--- config.mk ---
export PLATFORM = sky130hd
export DESIGN_NAME = dma_addr_counter
export DESIGN_NICKNAME = d
export VERILOG_FILES = /design/src/rtl/dmac_pkg.sv /design/src/rtl/dmac_be_gen.sv /design/src/rtl/dmac_irq_latch.sv /design/src/rtl/dmac_chan.sv /design/src/rtl/dma_addr_counter.sv
export SDC_FILE = /design/constraint.sdc
export NUM_CORES = 1
export LEC_CHECK = 0
export ABC_CLOCK_PERIOD_IN_PS = 3240
export BUFFER_PORTS_ARGS = -buffer_cell sky130_fd_sc_hd__buf_4
export CAP_MARGIN = 0
export CORE_ASPECT_RATIO = 1.1
export CORE_MARGIN = 2
export CORE_UTILIZATION = 25
export DETAILED_ROUTE_END_ITERATION = 8
export GPL_ROUTABILITY_DRIVEN = 0
export PLACE_DENSITY = 0.53
export SYNTH_ARGS = -nofsm -noshare
export SYNTH_HDL_FRONTEND = slang
export SYNTH_SLANG_ARGS = --single-unit
--- constraint.sdc ---
create_clock -name clk -period 3.24 [get_ports clk]
set_input_delay 0.486 -clock clk [delete_from_list [all_inputs] [get_ports clk]]
set_output_delay 0.486 -clock clk [all_outputs]
set_load 0.02 [all_outputs]
--- src/rtl/dmac_pkg.sv ---
package dmac_pkg;
  typedef enum logic [1:0] {
    SEL_RD_ADDR = 2'd0,
    SEL_RD_CNT  = 2'd1,
    SEL_WR_ADDR = 2'd2,
    SEL_WR_CNT  = 2'd3
  } cfg_sel_e;

  localparam int unsigned NUM_DIR = 2;
  localparam int unsigned DIR_RD  = 0;
  localparam int unsigned DIR_WR  = 1;
endpackage

--- src/rtl/dmac_be_gen.sv ---
module dmac_be_gen #(
  parameter int unsigned CNT_W     = 24,
  parameter int unsigned BUS_BYTES = 4
) (
  input  logic [CNT_W-1:0]     count,
  input  logic                 count_en,
  output logic [BUS_BYTES-1:0] be
);
  // One comparator per byte lane: lane i carries data while more than i bytes remain.
  for (genvar i = 0; i < BUS_BYTES; i++) begin : g_lane
    assign be[i] = !count_en || (count > CNT_W'(i));
  end
endmodule

--- src/rtl/dmac_irq_latch.sv ---
module dmac_irq_latch (
  input  logic clk,
  input  logic rst_n,
  input  logic set,
  input  logic clr,
  output logic q
);
  always_ff @(posedge clk) begin
    if (!rst_n)   q <= 1'b0;
    else if (set) q <= 1'b1;
    else if (clr) q <= 1'b0;
  end
endmodule

--- src/rtl/dmac_chan.sv ---
module dmac_chan #(
  parameter int unsigned ADDR_W    = 32,
  parameter int unsigned CNT_W     = 24,
  parameter int unsigned BUS_BYTES = 4,
  localparam int unsigned LANE_W   = $clog2(BUS_BYTES),
  localparam int unsigned BYTES_W  = LANE_W + 1
) (
  input  logic                 clk,
  input  logic                 rst_n,
  input  logic                 ld_addr,
  input  logic                 ld_cnt,
  input  logic [ADDR_W-1:0]    ld_data,
  input  logic                 step,
  input  logic                 count_en,
  input  logic [BYTES_W-1:0]   step_bytes,
  output logic [ADDR_W-1:0]    addr,
  output logic [CNT_W-1:0]     count,
  output logic [BUS_BYTES-1:0] be,
  output logic                 tc,
  output logic                 hit_zero
);
  logic [CNT_W-1:0] step_ext;
  logic             last_step;
  logic [CNT_W-1:0] cnt_after;

  assign step_ext  = CNT_W'(step_bytes);
  assign last_step = (count <= step_ext);
  assign cnt_after = last_step ? '0 : (count - step_ext);
  assign tc        = count_en && (count == '0);
  assign hit_zero  = step && count_en && (count != '0) && last_step;

  always_ff @(posedge clk) begin
    if (!rst_n) begin
      addr <= '0;
    end else if (ld_addr) begin
      addr <= {ld_data[ADDR_W-1:LANE_W], {LANE_W{1'b0}}};
    end else if (step) begin
      addr <= addr + ADDR_W'(BUS_BYTES);
    end
  end

  always_ff @(posedge clk) begin
    if (!rst_n) begin
      count <= '0;
    end else if (ld_cnt) begin
      count <= ld_data[CNT_W-1:0];
    end else if (step && count_en) begin
      count <= cnt_after;
    end
  end

  dmac_be_gen #(.CNT_W(CNT_W), .BUS_BYTES(BUS_BYTES)) u_be (
    .count    (count),
    .count_en (count_en),
    .be       (be)
  );
endmodule

--- src/rtl/dma_addr_counter.sv ---
module dma_addr_counter
  import dmac_pkg::*;
#(
  parameter int unsigned ADDR_W    = 32,
  parameter int unsigned CNT_W     = 24,
  parameter int unsigned BUS_BYTES = 4,
  localparam int unsigned LANE_W   = $clog2(BUS_BYTES),
  localparam int unsigned BYTES_W  = LANE_W + 1
) (
  input  logic                 clk,
  input  logic                 rst_n,
  input  logic                 cfg_we,
  input  logic [1:0]           cfg_addr,
  input  logic [ADDR_W-1:0]    cfg_wdata,
  input  logic                 irq_clr_we,
  input  logic [1:0]           irq_clr,
  input  logic                 count_en,
  input  logic                 rd_irq_en,
  input  logic                 wr_irq_en,
  input  logic                 done_valid,
  input  logic                 done_dir,
  input  logic [BYTES_W-1:0]   done_bytes,
  output logic                 done_ready,
  output logic [ADDR_W-1:0]    rd_addr,
  output logic [CNT_W-1:0]     rd_count,
  output logic [BUS_BYTES-1:0] rd_be,
  output logic                 rd_tc,
  output logic                 rd_irq,
  output logic [ADDR_W-1:0]    wr_addr,
  output logic [CNT_W-1:0]     wr_count,
  output logic [BUS_BYTES-1:0] wr_be,
  output logic                 wr_tc,
  output logic                 wr_irq
);
  logic [NUM_DIR-1:0][ADDR_W-1:0]    ch_addr;
  logic [NUM_DIR-1:0][CNT_W-1:0]     ch_count;
  logic [NUM_DIR-1:0][BUS_BYTES-1:0] ch_be;
  logic [NUM_DIR-1:0]                ch_tc;
  logic [NUM_DIR-1:0]                ch_zero;
  logic [NUM_DIR-1:0]                ch_irq;
  logic [NUM_DIR-1:0]                irq_en;
  cfg_sel_e                          sel;

  assign sel        = cfg_sel_e'(cfg_addr);
  assign irq_en     = {wr_irq_en, rd_irq_en};
  assign done_ready = !ch_tc[done_dir];

  for (genvar d = 0; d < NUM_DIR; d++) begin : g_dir
    localparam cfg_sel_e SEL_A = (d == DIR_RD) ? SEL_RD_ADDR : SEL_WR_ADDR;
    localparam cfg_sel_e SEL_C = (d == DIR_RD) ? SEL_RD_CNT  : SEL_WR_CNT;
    logic step;
    assign step = done_valid && done_ready && (done_dir == 1'(d));

    dmac_chan #(.ADDR_W(ADDR_W), .CNT_W(CNT_W), .BUS_BYTES(BUS_BYTES)) u_chan (
      .clk        (clk),
      .rst_n      (rst_n),
      .ld_addr    (cfg_we && (sel == SEL_A)),
      .ld_cnt     (cfg_we && (sel == SEL_C)),
      .ld_data    (cfg_wdata),
      .step       (step),
      .count_en   (count_en),
      .step_bytes (done_bytes),
      .addr       (ch_addr[d]),
      .count      (ch_count[d]),
      .be         (ch_be[d]),
      .tc         (ch_tc[d]),
      .hit_zero   (ch_zero[d])
    );

    dmac_irq_latch u_irq (
      .clk   (clk),
      .rst_n (rst_n),
      .set   (ch_zero[d] && irq_en[d]),
      .clr   (irq_clr_we && irq_clr[d]),
      .q     (ch_irq[d])
    );
  end

  assign rd_addr  = ch_addr[DIR_RD];
  assign rd_count = ch_count[DIR_RD];
  assign rd_be    = ch_be[DIR_RD];
  assign rd_tc    = ch_tc[DIR_RD];
  assign rd_irq   = ch_irq[DIR_RD];
  assign wr_addr  = ch_addr[DIR_WR];
  assign wr_count = ch_count[DIR_WR];
  assign wr_be    = ch_be[DIR_WR];
  assign wr_tc    = ch_tc[DIR_WR];
  assign wr_irq   = ch_irq[DIR_WR];
endmodule

## Word-level counts from Yosys, hierarchy flattened

Index checks and enable logic that the tools add are counted.
Widths: inputs -> output; s select.

| storage, ports and cells | value |
|---|---|
| register bits | 114 |
| input port bits | 48 |
| output and inout bits | 125 |
| logic and storage cells | 86 |

| operators by class | value |
|---|---|
| $add $sub $neg | 4 |
| order comparisons | 11 |
| equality and inequality tests | 3 |
| multiplexer cells | 16 |
| bitwise operators | 2 |
| reductions and logical operators | 42 |

Operators with widths:

| cell | count |
|---|---|
| $mux 24 | 6 |
| $mux 32 | 4 |
| $gt 24x1->1 const B | 4 |
| $gt 24x2->1 const B | 4 |
| $add 32x3->32 const B | 2 |
| $le 24x3->1 | 2 |
| $logic_not 24->1 | 2 |
| $reduce_bool 24->1 | 2 |
| $sub 24x3->24 | 2 |
| $logic_and 1x1->1 | 19 |
| $reduce_bool 2->1 | 6 |
| $logic_or 1x1->1 | 8 |
| $mux 1 | 6 |
| $eq 2x2->1 const B | 2 |
| $reduce_or 2->1 | 2 |
| $eq 2x1->1 const B | 1 |
| $logic_not 1->1 | 2 |
| $logic_not 2->1 | 1 |
| $lt 1x2->1 const B | 1 |
| $not 1->1 | 2 |

## Logic depth before layout (Yosys ltp)

| logic depth | value |
|---|---|
| word-level depth | 12 |
| gate-level depth with buffers | 11 |

## By module

From an unflattened synthesis, not the netlist that was laid out.

| unflattened totals | value |
|---|---|
| cells, all modules | 844 |
| area total of the unflattened synthesis | 6646.4 um2 |

By module, submodules not included:

| module | times used | cells each | area an instance (um2) | sequential area each (um2) |
|---|---|---|---|---|
| dmac_chan at g_dir[1].u_chan | 1 | 419 | 3208.1 | 1081.0 |
| dmac_chan at g_dir[0].u_chan | 1 | 384 | 3084.2 | 1081.0 |
| dmac_be_gen | 2 | 12 | 91.3 | 0.0 |
| dma_addr_counter | 1 | 11 | 88.8 | 0.0 |
| dmac_irq_latch | 2 | 3 | 41.3 | 20.0 |

## Worst setup path after synthesis

No wires, ideal clock.

| timing path | value |
|---|---|
| kind | flip-flop to output port |
| start | register g_dir[0].u_chan.count[8] |
| end | output port rd_be[1] |
| data arrival time | 2247 ps |
| slack | 507 ps |
| cell stages (with the launch flop) | 6 |
| buffers on the path | 1 |
| path through | dfxtp_1 > or4_1 > buf_2 > nor4b_1 > nand4_1 > or2_2 |

| between the ends | value |
|---|---|
| longest elaborated chain between the ends | 2 |

Ends and longest elaborated chain:

| what | line | source |
|---|---|---|
| from (decl) | dmac_chan.sv:17 | `output logic [CNT_W-1:0] count,` |
| from (signal assigned) | dmac_chan.sv:46 | `count <= ld_data[CNT_W-1:0];` |
| from (signal assigned) | dmac_chan.sv:48 | `count <= cnt_after;` |
| $gt 24x1->1 | dmac_be_gen.sv:11 | `assign be[i] = !count_en \|\| (count > CNT_W'(i));` |
| $logic_or 1x1->1 | dmac_be_gen.sv:11 |  |
| to (decl) | dma_addr_counter.sv:26 | `output logic [BUS_BYTES-1:0] rd_be,` |

Every way passes these cells.

## Final worst setup path

| timing path | value |
|---|---|
| start | register g_dir[0].u_chan.count[9] |
| end | output port rd_be[1] |

Same word-level chain as after synthesis.

==> results.yml <==
clocking:
  cts_tree: "built"
  path_clk_slew_ns: 0.08
  root_buffer: "clkbuf_16"
  htree_levels: 3
  cts_buffer_depth: 2
  cts_resized: 0
  cts_made_buffers: 9
  clkSinkCount: 110
  post_cts_buffers: 0
  clock_latency_ns: 0.37
  cts_hold_buffers: 0
place:
  pre_cts_slack_ns: 0.339
  post-dp-hpwl_um: 20100
  io_buffers: 168
  placed_area_um2: 8410
die:
  die_w_um: 159
  rows: 62
  pin_count: 173
  initial_core_util_pct: 25.4
  dieArea_um2: 27800
  core_area_um2: 26100
  die_h_um: 175
worst_setup_path:
  worst-path-stages: 7
  worstPathCellList: "or4_1 > buf_4 > nor4b_1 > buf_4 > nand4_1 > or2_2 > buf_4"
  r2r_start: "g_dir[1].u_chan.count[0]"
  worst-endpoint-arrival_ns: 2.56
  timing.critical_path.buf_inv: 3
  crit_family: "simple AND/OR/NAND/NOR gates"
  worstSetupStartpoint: "g_dir[0].u_chan.count[9]"
  path_common_cell: "buf_4"
  critPathLaunchType: "register"
  critical_path_class: "reg2out"
  crit_fanout: 6
  reg2reg_depth: 9
  cp_data_required_time_ns: 2.75
  r2r_setup_slack_ns: 0.49
  endpoint: "rd_be[1]"
  reg2reg_to: "g_dir[1].u_chan.count[16]"
  crit_slowest_cell: "or4_1"
  cpPeakStageDelay_ns: 0.55
  end_kind: "output port"
synthesis:
  synth_seq_cells: 110
  netlist_instances: 855
  synth_cell_types: 70
  synth_edf_count: 0
  synthFlopType: "dfxtp_1"
  synth_area_um2: 6620
  ys_warn_count: 0
  async_reset_ff_share_pct: 0
  ys_seq_area_share_pct: 33.3
  syn_avg_cell_area_um2: 7.74
global_routing:
  grt_pass1_wl_um: 41500
  antenna_found_initial: 0
  grt_max_degree: 70
  overflow: 0
  grt_use_total_pct: 19.2
  grt_pass1_vias: 6800
sta:
  worst_pin_slew_ns: 1.11
  finalSetupViolCount: 0
  max_slew_margin_pct: 26.1
  fin_skew_ns: 0.0129
  fin_setup_tns_ns: 0
  setup_slack_ns: 0.189
  finalCriticalPeriod_ns: 3.05
  fmax_mhz: 328
  hold_viol: 0
  maxSlewViolCount: 0
  rsz0062_at_grt: "false"
  finalCritPeriodShare_pct: 94.2
final_layout:
  final_util_pct: 33.3
  fin_nets: 1081
  layout-drive-gt1-share_pct: 23.9
  postLayoutCellArea_um2: 8690
  num_antenna_cells: 0
  syn_to_final_growth_pct: 31.2
detailed_routing:
  ant_nets: 0
  first_iter_violations: 717
  wl_um: 27500
  wl_per_cell_um: 19.9
  drc: 0
  vias: 7394
  dr.pass1.iters: 4
  via_per_inst: 5.36
power_and_ir_drop:
  total_leakage_power_nw: 3.29
  power_density_nw_per_um2: 480
  total_power_w: 0.00417
  ir_worst_vdd_mv: 0.208
run_status:
  outcome: "completed"
hold_path:
  hp-class: "in2reg"
job:
  drv_cap: 0
-- power by group --
| part | internal, W | switching [W] | total [W] |
|---|---|---|---|
| clock | 0.000543 | 0.000569 | 0.00111 |
| combinational | 0.000567 | 0.000900 | 0.00147 |
| sequential | 0.00145 | 0.000147 | 0.00159 |
-- per-stage QoR --
step / std cells / hold slack (ns)
4_1_cts: 1380 / 0.359
2_1_floorplan: 858 / 0.528
5_1_grt: 1380 / 0.391
3_3_place_gp: 1364 / 0.450
3_5_place_dp: 1364 / 0.469
6_report: 1380 / 0.363
-- metal layers --
layer	up-vias	wire length [um]	track usage (%)
met5	-	0	0
met4	0	779	7.39
met3	32	1700	2.80
met2	295	12700	30.6
met1	3553	12400	26.2
li1	3514	-	-
-- layout make-up --
cell class,instances,area [um^2]
inverters,22,82.6
clock buffers,10,239
fillers,2870,17400
well taps,352,440
repair buffers,208,1570
flip-flops and latches,110,2200
clock inverters,6,36.3
multi-input cells,672,4110
-- tightest hold or removal path, stage by stage --
cell	delay [ns]
buf_4	0.08
a32oi_1	0.07
nor2_1	0.07
-- flip-flops by register name, indices dropped and copies added (netlist names) --
name / cells
g_dir.u_chan.addr: 60
g_dir.u_irq.q: 2
g_dir.u_chan.count: 48
-- cells in the mapped netlist (all sizes together) (9+ instances only) --
cell type,number,area (um^2)
a21oi,84,420
and3,16,100
nor4,24,171
nand2,84,315
nand4,20,131
or4,9,67.6
xnor2,45,394
or3,13,81.3
xor2,14,123
a31oi,20,125
o21ai,76,380
dfxtp,110,2200
o211ai,14,105
clkbuf,46,173
nor2,51,191
inv,22,82.6
nand3,43,215
nor3,31,160
-- layout by cell type (no fill, tap or decap), types with 9 or more instances in the layout --
cell,synthesis,final
o211ai_1,14,14
nor3_1,30,30
nor4_1,22,22
inv_1,21,21
o21ai_0,75,75
buf_4,4,207
xnor2_1,45,45
dfxtp_1,110,110
nand2_1,84,84
clkbuf_16,0,9
nand4_1,19,19
or4_1,9,9
a21oi_1,84,84
or3_1,13,13
nand3_1,43,43
xor2_1,14,14
a31oi_1,20,20
nor2_1,51,51
and3_1,16,16
-- worst min path at each step --
stage	slack (ns)	end	from	cells past startpoint
after floorplan	0.53	g_dir[0].u_irq.q	g_dir[0].u_irq.q	2
after global placement	0.45	g_dir[0].u_irq.q	g_dir[0].u_irq.q	2
after detailed placement	0.47	g_dir[0].u_irq.q	g_dir[0].u_irq.q	2
after CTS	0.36	g_dir[1].u_irq.q	wr_irq_en	3
after global routing	0.39	g_dir[0].u_chan.addr[28]	cfg_wdata[28]	3
final	0.36	g_dir[1].u_irq.q	wr_irq_en	3
-- cell families after synthesis --
logic type               count (synthesis)  share of synthesized area, %
XOR/XNOR                                59                          7.80
multiplexers                             4                         0.605
AND/OR/NAND/NOR                        333                          26.4
other                                    1                        0.0566
adder cells (fa/ha/maj)                 10                          2.12
flip-flops                             110                          33.3
buffers and inverters                   76                          4.80
AO/OA/AOI/OAI                          262                          25.0
(Power assumes the default switching activity.)
